==> config.mk <==
export PLATFORM = sky130hd
export DESIGN_NAME = i2c_multi_target
export DESIGN_NICKNAME = d
export VERILOG_FILES = /design/src/rtl/i2ct_pkg.sv /design/src/rtl/i2ct_line_sync.sv /design/src/rtl/i2ct_addr_lookup.sv /design/src/rtl/i2ct_ctrl.sv /design/src/rtl/i2c_multi_target.sv
export SDC_FILE = /design/constraint.sdc
export NUM_CORES = 1
export LEC_CHECK = 0
export ABC_AREA = 1
export BUFFER_PORTS_ARGS = -buffer_cell sky130_fd_sc_hd__buf_2
export CAP_MARGIN = 20
export CORE_ASPECT_RATIO = 1.5
export CORE_MARGIN = 1
export CORE_UTILIZATION = 26
export DETAILED_ROUTE_END_ITERATION = 8
export HOLD_SLACK_MARGIN = 0.08
export MAX_ROUTING_LAYER = met4
export PLACE_DENSITY = 0.5
export SLEW_MARGIN = 20
export SYNTH_ARGS = -nofsm -noshare
export SYNTH_HDL_FRONTEND = slang
export SYNTH_SLANG_ARGS = --single-unit
==> constraint.sdc <==
create_clock -name clk -period 1.7 [get_ports clk]
set_input_delay 0 -clock clk [delete_from_list [all_inputs] [get_ports clk]]
set_output_delay 0 -clock clk [all_outputs]
set_load 0.01 [all_outputs]
==> src/rtl/i2ct_pkg.sv <==
package i2ct_pkg;
  localparam int ADDR_W = 7;
  localparam int BYTE_W = 8;

  typedef enum logic [3:0] {
    ST_IDLE,
    ST_ADDR,
    ST_ADDR_DEC,
    ST_ADDR_ACK,
    ST_WR_BITS,
    ST_WR_DEC,
    ST_WR_ACK,
    ST_RD_BITS,
    ST_RD_ACK,
    ST_STRETCH,
    ST_UNSTRETCH,
    ST_IGNORE
  } tgt_state_e;
endpackage

==> src/rtl/i2ct_line_sync.sv <==
module i2ct_line_sync #(
  parameter int STAGES = 2
) (
  input  logic clk,
  input  logic rst,
  input  logic scl_in,
  input  logic sda_in,
  output logic scl_lvl,
  output logic sda_lvl,
  output logic scl_rise,
  output logic scl_fall,
  output logic start_det,
  output logic stop_det
);
  logic [STAGES-1:0] scl_pipe, sda_pipe;
  logic scl_prev, sda_prev;

  always_ff @(posedge clk) begin
    if (rst) begin
      scl_pipe <= '1;
      sda_pipe <= '1;
      scl_prev <= 1'b1;
      sda_prev <= 1'b1;
    end else begin
      scl_pipe <= {scl_pipe[STAGES-2:0], scl_in};
      sda_pipe <= {sda_pipe[STAGES-2:0], sda_in};
      scl_prev <= scl_pipe[STAGES-1];
      sda_prev <= sda_pipe[STAGES-1];
    end
  end

  assign scl_lvl   = scl_pipe[STAGES-1];
  assign sda_lvl   = sda_pipe[STAGES-1];
  assign scl_rise  = scl_lvl & ~scl_prev;
  assign scl_fall  = ~scl_lvl & scl_prev;
  // data edges only count as conditions while the clock stays high
  assign start_det = scl_lvl & scl_prev & sda_prev & ~sda_lvl;
  assign stop_det  = scl_lvl & scl_prev & ~sda_prev & sda_lvl;

  a_r1_cond_while_high: assert property (@(posedge clk) disable iff (rst)
    (start_det || stop_det) |-> $past(scl_pipe[STAGES-1]));
endmodule

==> src/rtl/i2ct_addr_lookup.sv <==
module i2ct_addr_lookup #(
  parameter int N  = 4,
  parameter int AW = 7,
  parameter int IW = 2
) (
  input  logic [N*AW-1:0] table_flat,
  input  logic [N-1:0]    entry_en,
  input  logic [AW-1:0]   addr_q,
  output logic            hit,
  output logic [IW-1:0]   hit_idx
);
  logic [N-1:0] eq;

  for (genvar g = 0; g < N; g++) begin : g_cmp
    assign eq[g] = entry_en[g] && (table_flat[g*AW +: AW] == addr_q);
  end

  // lowest index wins: scan downward so the last assignment is the smallest
  always_comb begin
    hit     = |eq;
    hit_idx = '0;
    for (int i = N - 1; i >= 0; i--) begin
      if (eq[i]) hit_idx = IW'(i);
    end
  end
endmodule

==> src/rtl/i2ct_ctrl.sv <==
module i2ct_ctrl
  import i2ct_pkg::*;
#(
  parameter int N  = 4,
  parameter int IW = 2
) (
  input  logic              clk,
  input  logic              rst,
  input  logic              scl_lvl,
  input  logic              sda_lvl,
  input  logic              scl_rise,
  input  logic              scl_fall,
  input  logic              start_det,
  input  logic              stop_det,
  input  logic              gc_en,
  input  logic [N-1:0]      rd_mask,
  input  logic [N-1:0]      wr_mask,
  input  logic              hit,
  input  logic [IW-1:0]     hit_idx,
  output logic [BYTE_W-1:0] rx_byte,
  input  logic              rd_valid,
  input  logic [BYTE_W-1:0] rd_data,
  output logic              rd_pop,
  output logic              sda_oe,
  output logic              scl_oe,
  output logic              wr_valid,
  output logic [BYTE_W-1:0] wr_data,
  output logic [IW-1:0]     wr_idx,
  output logic              wr_gc,
  output logic              ev_rd,
  output logic              ev_wr,
  output logic [IW-1:0]     ev_idx
);
  tgt_state_e        state;
  logic [3:0]        bit_cnt;
  logic [BYTE_W-1:0] rx_sh;
  logic [BYTE_W-1:0] tx_sh;
  logic [IW-1:0]     cur_idx;
  logic              cur_gc;
  logic              cur_rw;
  logic              mst_ack;
  logic              addr_ok;

  assign rx_byte = rx_sh;
  assign addr_ok = hit || (gc_en && rx_sh == '0);

  always_ff @(posedge clk) begin
    if (rst) begin
      state    <= ST_IDLE;
      bit_cnt  <= '0;
      rx_sh    <= '0;
      tx_sh    <= '0;
      cur_idx  <= '0;
      cur_gc   <= 1'b0;
      cur_rw   <= 1'b0;
      mst_ack  <= 1'b0;
      sda_oe   <= 1'b0;
      scl_oe   <= 1'b0;
      wr_valid <= 1'b0;
      wr_data  <= '0;
      wr_idx   <= '0;
      wr_gc    <= 1'b0;
      ev_rd    <= 1'b0;
      ev_wr    <= 1'b0;
      ev_idx   <= '0;
      rd_pop   <= 1'b0;
    end else begin
      wr_valid <= 1'b0;
      ev_rd    <= 1'b0;
      ev_wr    <= 1'b0;
      rd_pop   <= 1'b0;
      if (start_det) begin
        state   <= ST_ADDR;
        bit_cnt <= '0;
        sda_oe  <= 1'b0;
        scl_oe  <= 1'b0;
      end else if (stop_det) begin
        state  <= ST_IDLE;
        sda_oe <= 1'b0;
        scl_oe <= 1'b0;
      end else begin
        case (state)
          ST_ADDR: if (scl_rise) begin
            rx_sh <= {rx_sh[BYTE_W-2:0], sda_lvl};
            if (bit_cnt == 4'd7) state <= ST_ADDR_DEC;
            else bit_cnt <= bit_cnt + 4'd1;
          end
          ST_ADDR_DEC: if (scl_fall) begin
            if (addr_ok) begin
              sda_oe  <= 1'b1;
              state   <= ST_ADDR_ACK;
              cur_idx <= hit ? hit_idx : '0;
              cur_gc  <= !hit;
              cur_rw  <= rx_sh[0];
              ev_idx  <= hit_idx;
              ev_rd   <= hit && rx_sh[0] && rd_mask[hit_idx];
              ev_wr   <= hit && !rx_sh[0] && wr_mask[hit_idx];
            end else begin
              state <= ST_IGNORE;
            end
          end
          ST_ADDR_ACK, ST_RD_ACK: begin
            if (scl_rise && state == ST_RD_ACK) mst_ack <= ~sda_lvl;
            if (scl_fall) begin
              bit_cnt <= '0;
              if (state == ST_ADDR_ACK && !cur_rw) begin
                sda_oe <= 1'b0;
                state  <= ST_WR_BITS;
              end else if (state == ST_RD_ACK && !mst_ack) begin
                sda_oe <= 1'b0;
                state  <= ST_IGNORE;
              end else if (rd_valid) begin
                tx_sh  <= rd_data;
                sda_oe <= ~rd_data[BYTE_W-1];
                rd_pop <= 1'b1;
                state  <= ST_RD_BITS;
              end else begin
                sda_oe <= 1'b0;
                scl_oe <= 1'b1;
                state  <= ST_STRETCH;
              end
            end
          end
          ST_STRETCH: if (rd_valid) begin
            tx_sh  <= rd_data;
            sda_oe <= ~rd_data[BYTE_W-1];
            rd_pop <= 1'b1;
            state  <= ST_UNSTRETCH;
          end
          ST_UNSTRETCH: begin
            scl_oe <= 1'b0;
            state  <= ST_RD_BITS;
          end
          ST_RD_BITS: begin
            if (scl_rise) begin
              bit_cnt <= bit_cnt + 4'd1;
            end else if (scl_fall) begin
              if (bit_cnt == 4'd8) begin
                sda_oe <= 1'b0;
                state  <= ST_RD_ACK;
              end else begin
                sda_oe <= ~tx_sh[3'd7 - bit_cnt[2:0]];
              end
            end
          end
          ST_WR_BITS: if (scl_rise) begin
            rx_sh <= {rx_sh[BYTE_W-2:0], sda_lvl};
            if (bit_cnt == 4'd7) state <= ST_WR_DEC;
            else bit_cnt <= bit_cnt + 4'd1;
          end
          ST_WR_DEC: if (scl_fall) begin
            sda_oe   <= 1'b1;
            wr_valid <= 1'b1;
            wr_data  <= rx_sh;
            wr_idx   <= cur_idx;
            wr_gc    <= cur_gc;
            state    <= ST_WR_ACK;
          end
          ST_WR_ACK: if (scl_fall) begin
            sda_oe  <= 1'b0;
            bit_cnt <= '0;
            state   <= ST_WR_BITS;
          end
          default: ;
        endcase
      end
    end
  end

  a_r5_wr_single_pulse: assert property (@(posedge clk) disable iff (rst)
    wr_valid |=> !wr_valid);
  a_r7_pop_single_pulse: assert property (@(posedge clk) disable iff (rst)
    rd_pop |=> !rd_pop);
  a_r6_events_exclusive: assert property (@(posedge clk) disable iff (rst)
    !(ev_rd && ev_wr));
  a_r2_drive_in_low_phase: assert property (@(posedge clk) disable iff (rst)
    $rose(sda_oe) |-> !scl_lvl);
  a_r9_stretch_in_low_phase: assert property (@(posedge clk) disable iff (rst)
    $rose(scl_oe) |-> !scl_lvl);
  a_r8_quiet_after_nack: assert property (@(posedge clk) disable iff (rst)
    (state == ST_IGNORE) |-> (!sda_oe && !scl_oe));
endmodule

==> src/rtl/i2c_multi_target.sv <==
module i2c_multi_target #(
  parameter int ENTRIES     = 4,
  parameter int SYNC_STAGES = 2,
  localparam int IW = (ENTRIES > 1) ? $clog2(ENTRIES) : 1
) (
  input  logic                 clk,
  input  logic                 rst,
  input  logic                 scl_in,
  input  logic                 sda_in,
  output logic                 scl_pull,
  output logic                 sda_pull,
  input  logic                 gc_enable,
  input  logic [ENTRIES*7-1:0] addr_table,
  input  logic [ENTRIES-1:0]   entry_enable,
  input  logic [ENTRIES-1:0]   rd_evt_mask,
  input  logic [ENTRIES-1:0]   wr_evt_mask,
  output logic                 wr_valid,
  output logic [7:0]           wr_data,
  output logic [IW-1:0]        wr_entry,
  output logic                 wr_gcall,
  input  logic                 rd_valid,
  input  logic [7:0]           rd_data,
  output logic                 rd_pop,
  output logic                 ev_read,
  output logic                 ev_write,
  output logic [IW-1:0]        ev_entry
);
  logic scl_lvl, sda_lvl, scl_rise, scl_fall, start_det, stop_det;
  logic hit;
  logic [IW-1:0] hit_idx;
  logic [7:0] rx_byte;

  i2ct_line_sync #(.STAGES(SYNC_STAGES)) u_sync (
    .clk(clk), .rst(rst), .scl_in(scl_in), .sda_in(sda_in),
    .scl_lvl(scl_lvl), .sda_lvl(sda_lvl), .scl_rise(scl_rise),
    .scl_fall(scl_fall), .start_det(start_det), .stop_det(stop_det)
  );

  i2ct_addr_lookup #(.N(ENTRIES), .AW(7), .IW(IW)) u_lookup (
    .table_flat(addr_table), .entry_en(entry_enable),
    .addr_q(rx_byte[7:1]), .hit(hit), .hit_idx(hit_idx)
  );

  i2ct_ctrl #(.N(ENTRIES), .IW(IW)) u_ctrl (
    .clk(clk), .rst(rst), .scl_lvl(scl_lvl), .sda_lvl(sda_lvl),
    .scl_rise(scl_rise), .scl_fall(scl_fall), .start_det(start_det),
    .stop_det(stop_det), .gc_en(gc_enable), .rd_mask(rd_evt_mask),
    .wr_mask(wr_evt_mask), .hit(hit), .hit_idx(hit_idx), .rx_byte(rx_byte),
    .rd_valid(rd_valid), .rd_data(rd_data), .rd_pop(rd_pop),
    .sda_oe(sda_pull), .scl_oe(scl_pull), .wr_valid(wr_valid),
    .wr_data(wr_data), .wr_idx(wr_entry), .wr_gc(wr_gcall),
    .ev_rd(ev_read), .ev_wr(ev_write), .ev_idx(ev_entry)
  );

  a_r10_quiet_after_reset: assert property (@(posedge clk)
    $past(rst) |-> (!scl_pull && !sda_pull && !wr_valid && !ev_read && !ev_write));
endmodule

* Word-level counts from Yosys, hierarchy flattened
Index checks and enable logic that the tools add are counted.
** Word-level totals
- Input bits :: 54
- Word-level logic and storage cells :: 200
- Flip-flop bits (word level) :: 54
** Operators by class
- Equal/unequal tests :: 48
- Add/sub/neg operators :: 2
- Bitwise gates (word level) :: 19
- $lt $le $gt $ge :: 2
- Multiplexer cells :: 64
- Reductions and logical operators :: 42
** Operators with widths (count)
- $mux 4 :: 20
- $pmux 4 s9 :: 1
- $mux 8 :: 4
- $eq 7x7->1 :: 4
- $ne 4x4->1 const B :: 7
- $mux 1 :: 26
- $reduce_and 13->1 :: 2
- $ne 2x2->1 const B :: 11
- $eq 4x3->1 const B :: 5
- $ne 4x3->1 const B :: 5
- $ne 2x1->1 const B :: 9
- $eq 4x4->1 const B :: 4
- $pmux 8 s2 :: 1
- $logic_and 1x1->1 :: 12
- $not 1->1 :: 12
- $pmux 4 s3 :: 1
- $reduce_and 4->1 :: 3
- $reduce_and 6->1 :: 2
- $reduce_bool 11->1 :: 1
- $mux 2 :: 5
- $reduce_and 5->1 :: 2
- $reduce_and 9->1 :: 1
- $reduce_bool 9->1 :: 1
- $eq 4x2->1 const B :: 2
- other kinds (20) :: 36

* Longest topological paths before layout
- Word-level depth :: 9
- Gate-level depth with buffers :: 16

* Hierarchy
A second synthesis with hierarchy kept.
** Unflattened totals
- Cells, all modules :: 538
- Area, all modules :: 3269.4 µm²
** By module, submodules not included
- i2ct_ctrl :: area each 2497.4 µm², seq. area each 960.9 µm², instances 1, cells an instance 376
- i2ct_addr_lookup :: area each 574.3 µm², seq. area each 0.0 µm², instances 1, cells an instance 138
- i2ct_line_sync :: area each 197.7 µm², seq. area each 120.1 µm², instances 1, cells an instance 24

* Least setup slack after synthesis
No wires, ideal clock.
- Path type :: reg-to-reg
- From :: register u_ctrl.bit_cnt[0]
- To :: register u_ctrl.state[3]
- Required time :: 1630 ps
- Setup time :: 70 ps
- Path slack :: 151 ps
- Arrival :: 1479 ps
- Stages on the path, launching flop included :: 10
- Path buffers :: 0
- Cells stage by stage :: dfxtp_1 > ha_1 > nand2_1 > nor2_1 > a21oi_1 > nor3_1 > nand3_2 > nor2_2 > nand2_1 > a21oi_1
** On the way
- Cells in the longest elaborated chain, start to end :: 3
** Ends and longest elaborated chain
- from (decl) :: line i2ct_ctrl.sv:35 : logic [3:0] bit_cnt;
- from (signal assigned) :: line i2ct_ctrl.sv:86 : else bit_cnt <= bit_cnt + 4'd1;
- from (signal assigned) :: line i2ct_ctrl.sv:136 : bit_cnt <= bit_cnt + 4'd1;
- from (signal assigned) :: line i2ct_ctrl.sv:149 : else bit_cnt <= bit_cnt + 4'd1;
- $eq 4x3->1 or $eq 4x4->1 (tied branches) :: line i2ct_ctrl.sv:85, i2ct_ctrl.sv:148, i2ct_ctrl.sv:138
- $ne 2x1->1 (no source line)
- $reduce_and 13->1 (no source line) (*)
- to (signal assigned) :: line i2ct_ctrl.sv:85 : if (bit_cnt == 4'd7) state <= ST_ADDR_DEC;
- to (signal assigned) :: line i2ct_ctrl.sv:91 : state <= ST_ADDR_ACK;
- to (signal assigned) :: line i2ct_ctrl.sv:148 : if (bit_cnt == 4'd7) state <= ST_WR_DEC;
- to (decl) :: line i2ct_ctrl.sv:34 : tgt_state_e state;
Every way passes the cells marked *; elsewhere a longest branch is shown, timed or not.
A chain may end at the register's enable or synchronous reset.

* Final worst setup path
- From :: register u_ctrl.state[1]
- To :: register u_ctrl.tx_sh[3]
** On the way
- Cells in the longest elaborated chain, start to end :: 4
** Ends and longest elaborated chain
- from (signal assigned) :: line i2ct_ctrl.sv:49 : state <= ST_IDLE;
- from (signal assigned) :: line i2ct_ctrl.sv:73 : state <= ST_ADDR;
- from (signal assigned) :: line i2ct_ctrl.sv:78 : state <= ST_IDLE;
- $eq 4x2->1 or $eq 4x4->1 (tied branches) :: line i2ct_ctrl.sv:82, i2ct_ctrl.sv:106, i2ct_ctrl.sv:109
- $reduce_or 2->1 (tied with other cells) :: line i2ct_ctrl.sv:82 : case (state)
- $ne 2x2->1 (no source line) or $reduce_bool 2->1 (tied branches)
- $reduce_and 6->1 (no source line)
- to (signal assigned) :: line i2ct_ctrl.sv:113 : tx_sh <= rd_data;
- to (signal assigned) :: line i2ct_ctrl.sv:125 : tx_sh <= rd_data;
- to (decl) :: line i2ct_ctrl.sv:37 : logic [BYTE_W-1:0] tx_sh;
Parallel ways exist; a longest one is shown, timed or not.

==> results.json <==
{
  "final_cell_mix": "nand2_1, buf_2, buf_4",
  "slew_violations": 0,
  "synth_top_family_by_area": "simple AND/OR/NAND/NOR gates",
  "core_um2": 12100,
  "power_mw": 3.96,
  "dp_slack_ns": -0.205,
  "nNetsFinal": 736,
  "hpwl_um": 8380,
  "slowest_delay_ns": 0.37,
  "synth-compound-area-share": 0.128,
  "fp-row-count": 49,
  "ys_seq_area_frac": 0.332,
  "cts-buffers-inserted": 5,
  "num_vias": 3851,
  "slew_headroom": 0.639,
  "critPathCaptureType": "flip-flop",
  "gp_congestion": 0.891,
  "die_area_um2": 13000,
  "ir_drop_mv": 0.503,
  "instances_no_fill": 834,
  "grt_setup_unrepaired": "true",
  "pwr-share-seq": 0.353,
  "die_x_um": 93.4,
  "status": "finished, violations left",
  "drt_first_pass_iters": 4,
  "cts_tree": "done",
  "critPathBufInv": 4,
  "layout-drive-gt1-share": 0.372,
  "worstSetupPathType": "flip-flop to flip-flop",
  "detail-route-antenna-nets": 0,
  "switching_share": 0.350,
  "cts.sinks": 54,
  "viasPerCell": 4.62,
  "crit_slowest_cell": "dfxtp_2",
  "antenna_found_initial": 0,
  "path_cells": "inv_4 > buf_4 > nand4_1 > nand2_1 > inv_1 > nand2_2 > nor3_4 > inv_4 > nor2_1 > nor2_1",
  "dpl_cell_area_um2": 4210,
  "track_usage": 0.174,
  "fmax_ghz": 0.587,
  "critical-path-top-delay-family": "simple AND/OR/NAND/NOR gates",
  "dieHeight_um": 139,
  "dr.first_iter.drc_count": 166,
  "hold_violations": 0,
  "clkTransAtPathRegs_ns": 0.07,
  "n_antenna_cell": 0,
  "initial_utilization": 0.270,
  "start_kind": "flip-flop",
  "switching_power_mw": 1.39,
  "synth-simple-area-share": 0.405,
  "crit_fanout": 8,
  "pwr-share-clk": 0.270,
  "p_comb_frac": 0.377,
  "hold_path_class": "input port to flip-flop",
  "layout_commonest_cell": "nand2_1",
  "synthCells": 531,
  "worstSkewPairLatency_ns": 0.30,
  "arrival_ns": 1.90,
  "cts-root-buf": "clkbuf_16",
  "wirelength_um": 10800,
  "final_area_um2": 4900,
  "finalSetupViolations": 3,
  "place_inst": 800,
  "cts_buffer_depth": 2,
  "synth_mux_area_frac": 0,
  "overflow": 0,
  "cp.required_ns": 1.89,
  "fin_ws_ns": -0.00376,
  "grt_start_max_net_pins": 23,
  "io_pins": 73,
  "drc": 0,
  "synth_area_um2": 3260,
  "ys_ff_latch": 54,
  "drv_cap": 0,
  "syn2layout_area_growth_pct": 50.5,
  "wire_per_inst_um": 12.9,
  "synth_xor_area_frac": 0.0135,
  "grt_pass1_wl_um": 17300,
  "clock_skew_ns": 0.0120,
  "period_share": 1.00,
  "violations": "negative setup slack",
  "worst_pin_slew_ns": 0.540,
  "cts_htree_levels": 2,
  "synthAdderAreaFrac": 0.00769,
  "powerDensity_nw_per_um2": 809,
  "p_int_mw": 2.57,
  "io_buffer_count": 72,
  "grt_pass1_vias": 3825,
  "synth.avg_cell_area_um2": 6.13,
  "syn_nets": 587,
  "fin_crit_ns": 1.70,
  "leakage_nw": 2.37,
  "ys_types": 37,
  "ys_warn_count": 0
}
state kept, by name, summed over array words and instances (netlist names), 4 cells and up:
name and cells:
u_ctrl.wr_data 8, u_ctrl.rx_byte 8, u_ctrl.tx_sh 8, u_ctrl.bit_cnt 4, u_ctrl.state 4
what timing repair did:
item	CTS	global route
pin swaps	9	16
endpoints found under the hold margin	12	0
hold buffers	16	0
buffers inserted	8	3
resized for setup	22	80
setup endpoints to repair	22	45
kinds of logic after synthesis:
kind of cell	after synthesis
compound gates	79
xor+xnor	5
fa+ha+maj	2
buf+inv	91
flops	54
simple gates	300
layout make-up:
type	instances	area, um2
Inverter	75	304
Fill cell	1278	7180
Clock inverter	3	28.8
Timing Repair Buffer	158	1100
Sequential cell	54	1110
Tap cell	153	191
Multi-Input combinational cell	386	2040
Clock buffer	5	125
power groups by stage:
stage	logic, mW	registers [mW]	clock network (mW)
after floorplan	0.688	1.40	0
after detailed placement	1.22	1.40	0
after CTS	1.35	1.39	1.11
after global routing	1.64	1.41	1.16
after global placement	1.23	1.40	0
final	1.49	1.40	1.07
synthesized netlist by cell type (all sizes together):
| master | number | share of area |
|---|---|---|
| nand2 | 159 | 0.19 |
| nand3 | 39 | 0.068 |
| or2 | 4 | 0.0077 |
| dfxtp | 54 | 0.33 |
| o2111ai | 1 | 0.0027 |
| a21oi | 44 | 0.069 |
| xnor2 | 5 | 0.013 |
| o22ai | 1 | 0.0019 |
| clkinv | 1 | 0.0012 |
| nor3b | 1 | 0.0023 |
| nand4 | 7 | 0.013 |
| nor2 | 76 | 0.097 |
| buf | 11 | 0.021 |
| nor3 | 10 | 0.022 |
| o211ai | 2 | 0.0046 |
| clkbuf | 5 | 0.0058 |
| a21boi | 1 | 0.0023 |
| a31oi | 2 | 0.0038 |
| ha | 2 | 0.0077 |
| nor4 | 2 | 0.0038 |
| nand3b | 1 | 0.0023 |
| inv | 74 | 0.085 |
| o21ai | 28 | 0.044 |
| and3 | 1 | 0.0019 |
path summary, 6_finish.rpt:
path                                    startpoint                 end  slack, ns  cells past startpoint
worst min register to register  u_sync.sda_pipe[0]  u_sync.sda_pipe[1]       0.41                      1
worst min-delay path                wr_evt_mask[0]        u_ctrl.ev_wr       0.07                      5
worst max-delay path               u_ctrl.state[1]     u_ctrl.tx_sh[3]     -0.004                     10
worst max register to register     u_ctrl.state[1]     u_ctrl.tx_sh[3]     -0.004                     10
routing by layer:
layer | track usage | wire length, um | up-vias
li1 | - | - | 1974
met1 | 0.161 | 3990 | 1736
met2 | 0.341 | 5830 | 107
met3 | 0.0225 | 453 | 34
met4 | 0.0818 | 513 | 0
met5 | - | 0 | -
stage by stage:
step	TNS, ns	hold WS [ns]	utilization
after CTS	-0.00416	0.0802	0.383
final	-0.00560	0.0743	0.406
after detailed placement	-1.59	0.184	0.348
after floorplan	0	0.104	-
after global placement	-1.63	0.188	0.348
after global routing	-0.891	0.107	0.406
worst min-delay path, stage by stage:
cell	delay, ns
buf_2	0.09
nand2_1	0.05
nand3_1	0.07
nand2_1	0.07
nor2_1	0.05
Note: power is estimated with default switching activity, not from simulation.
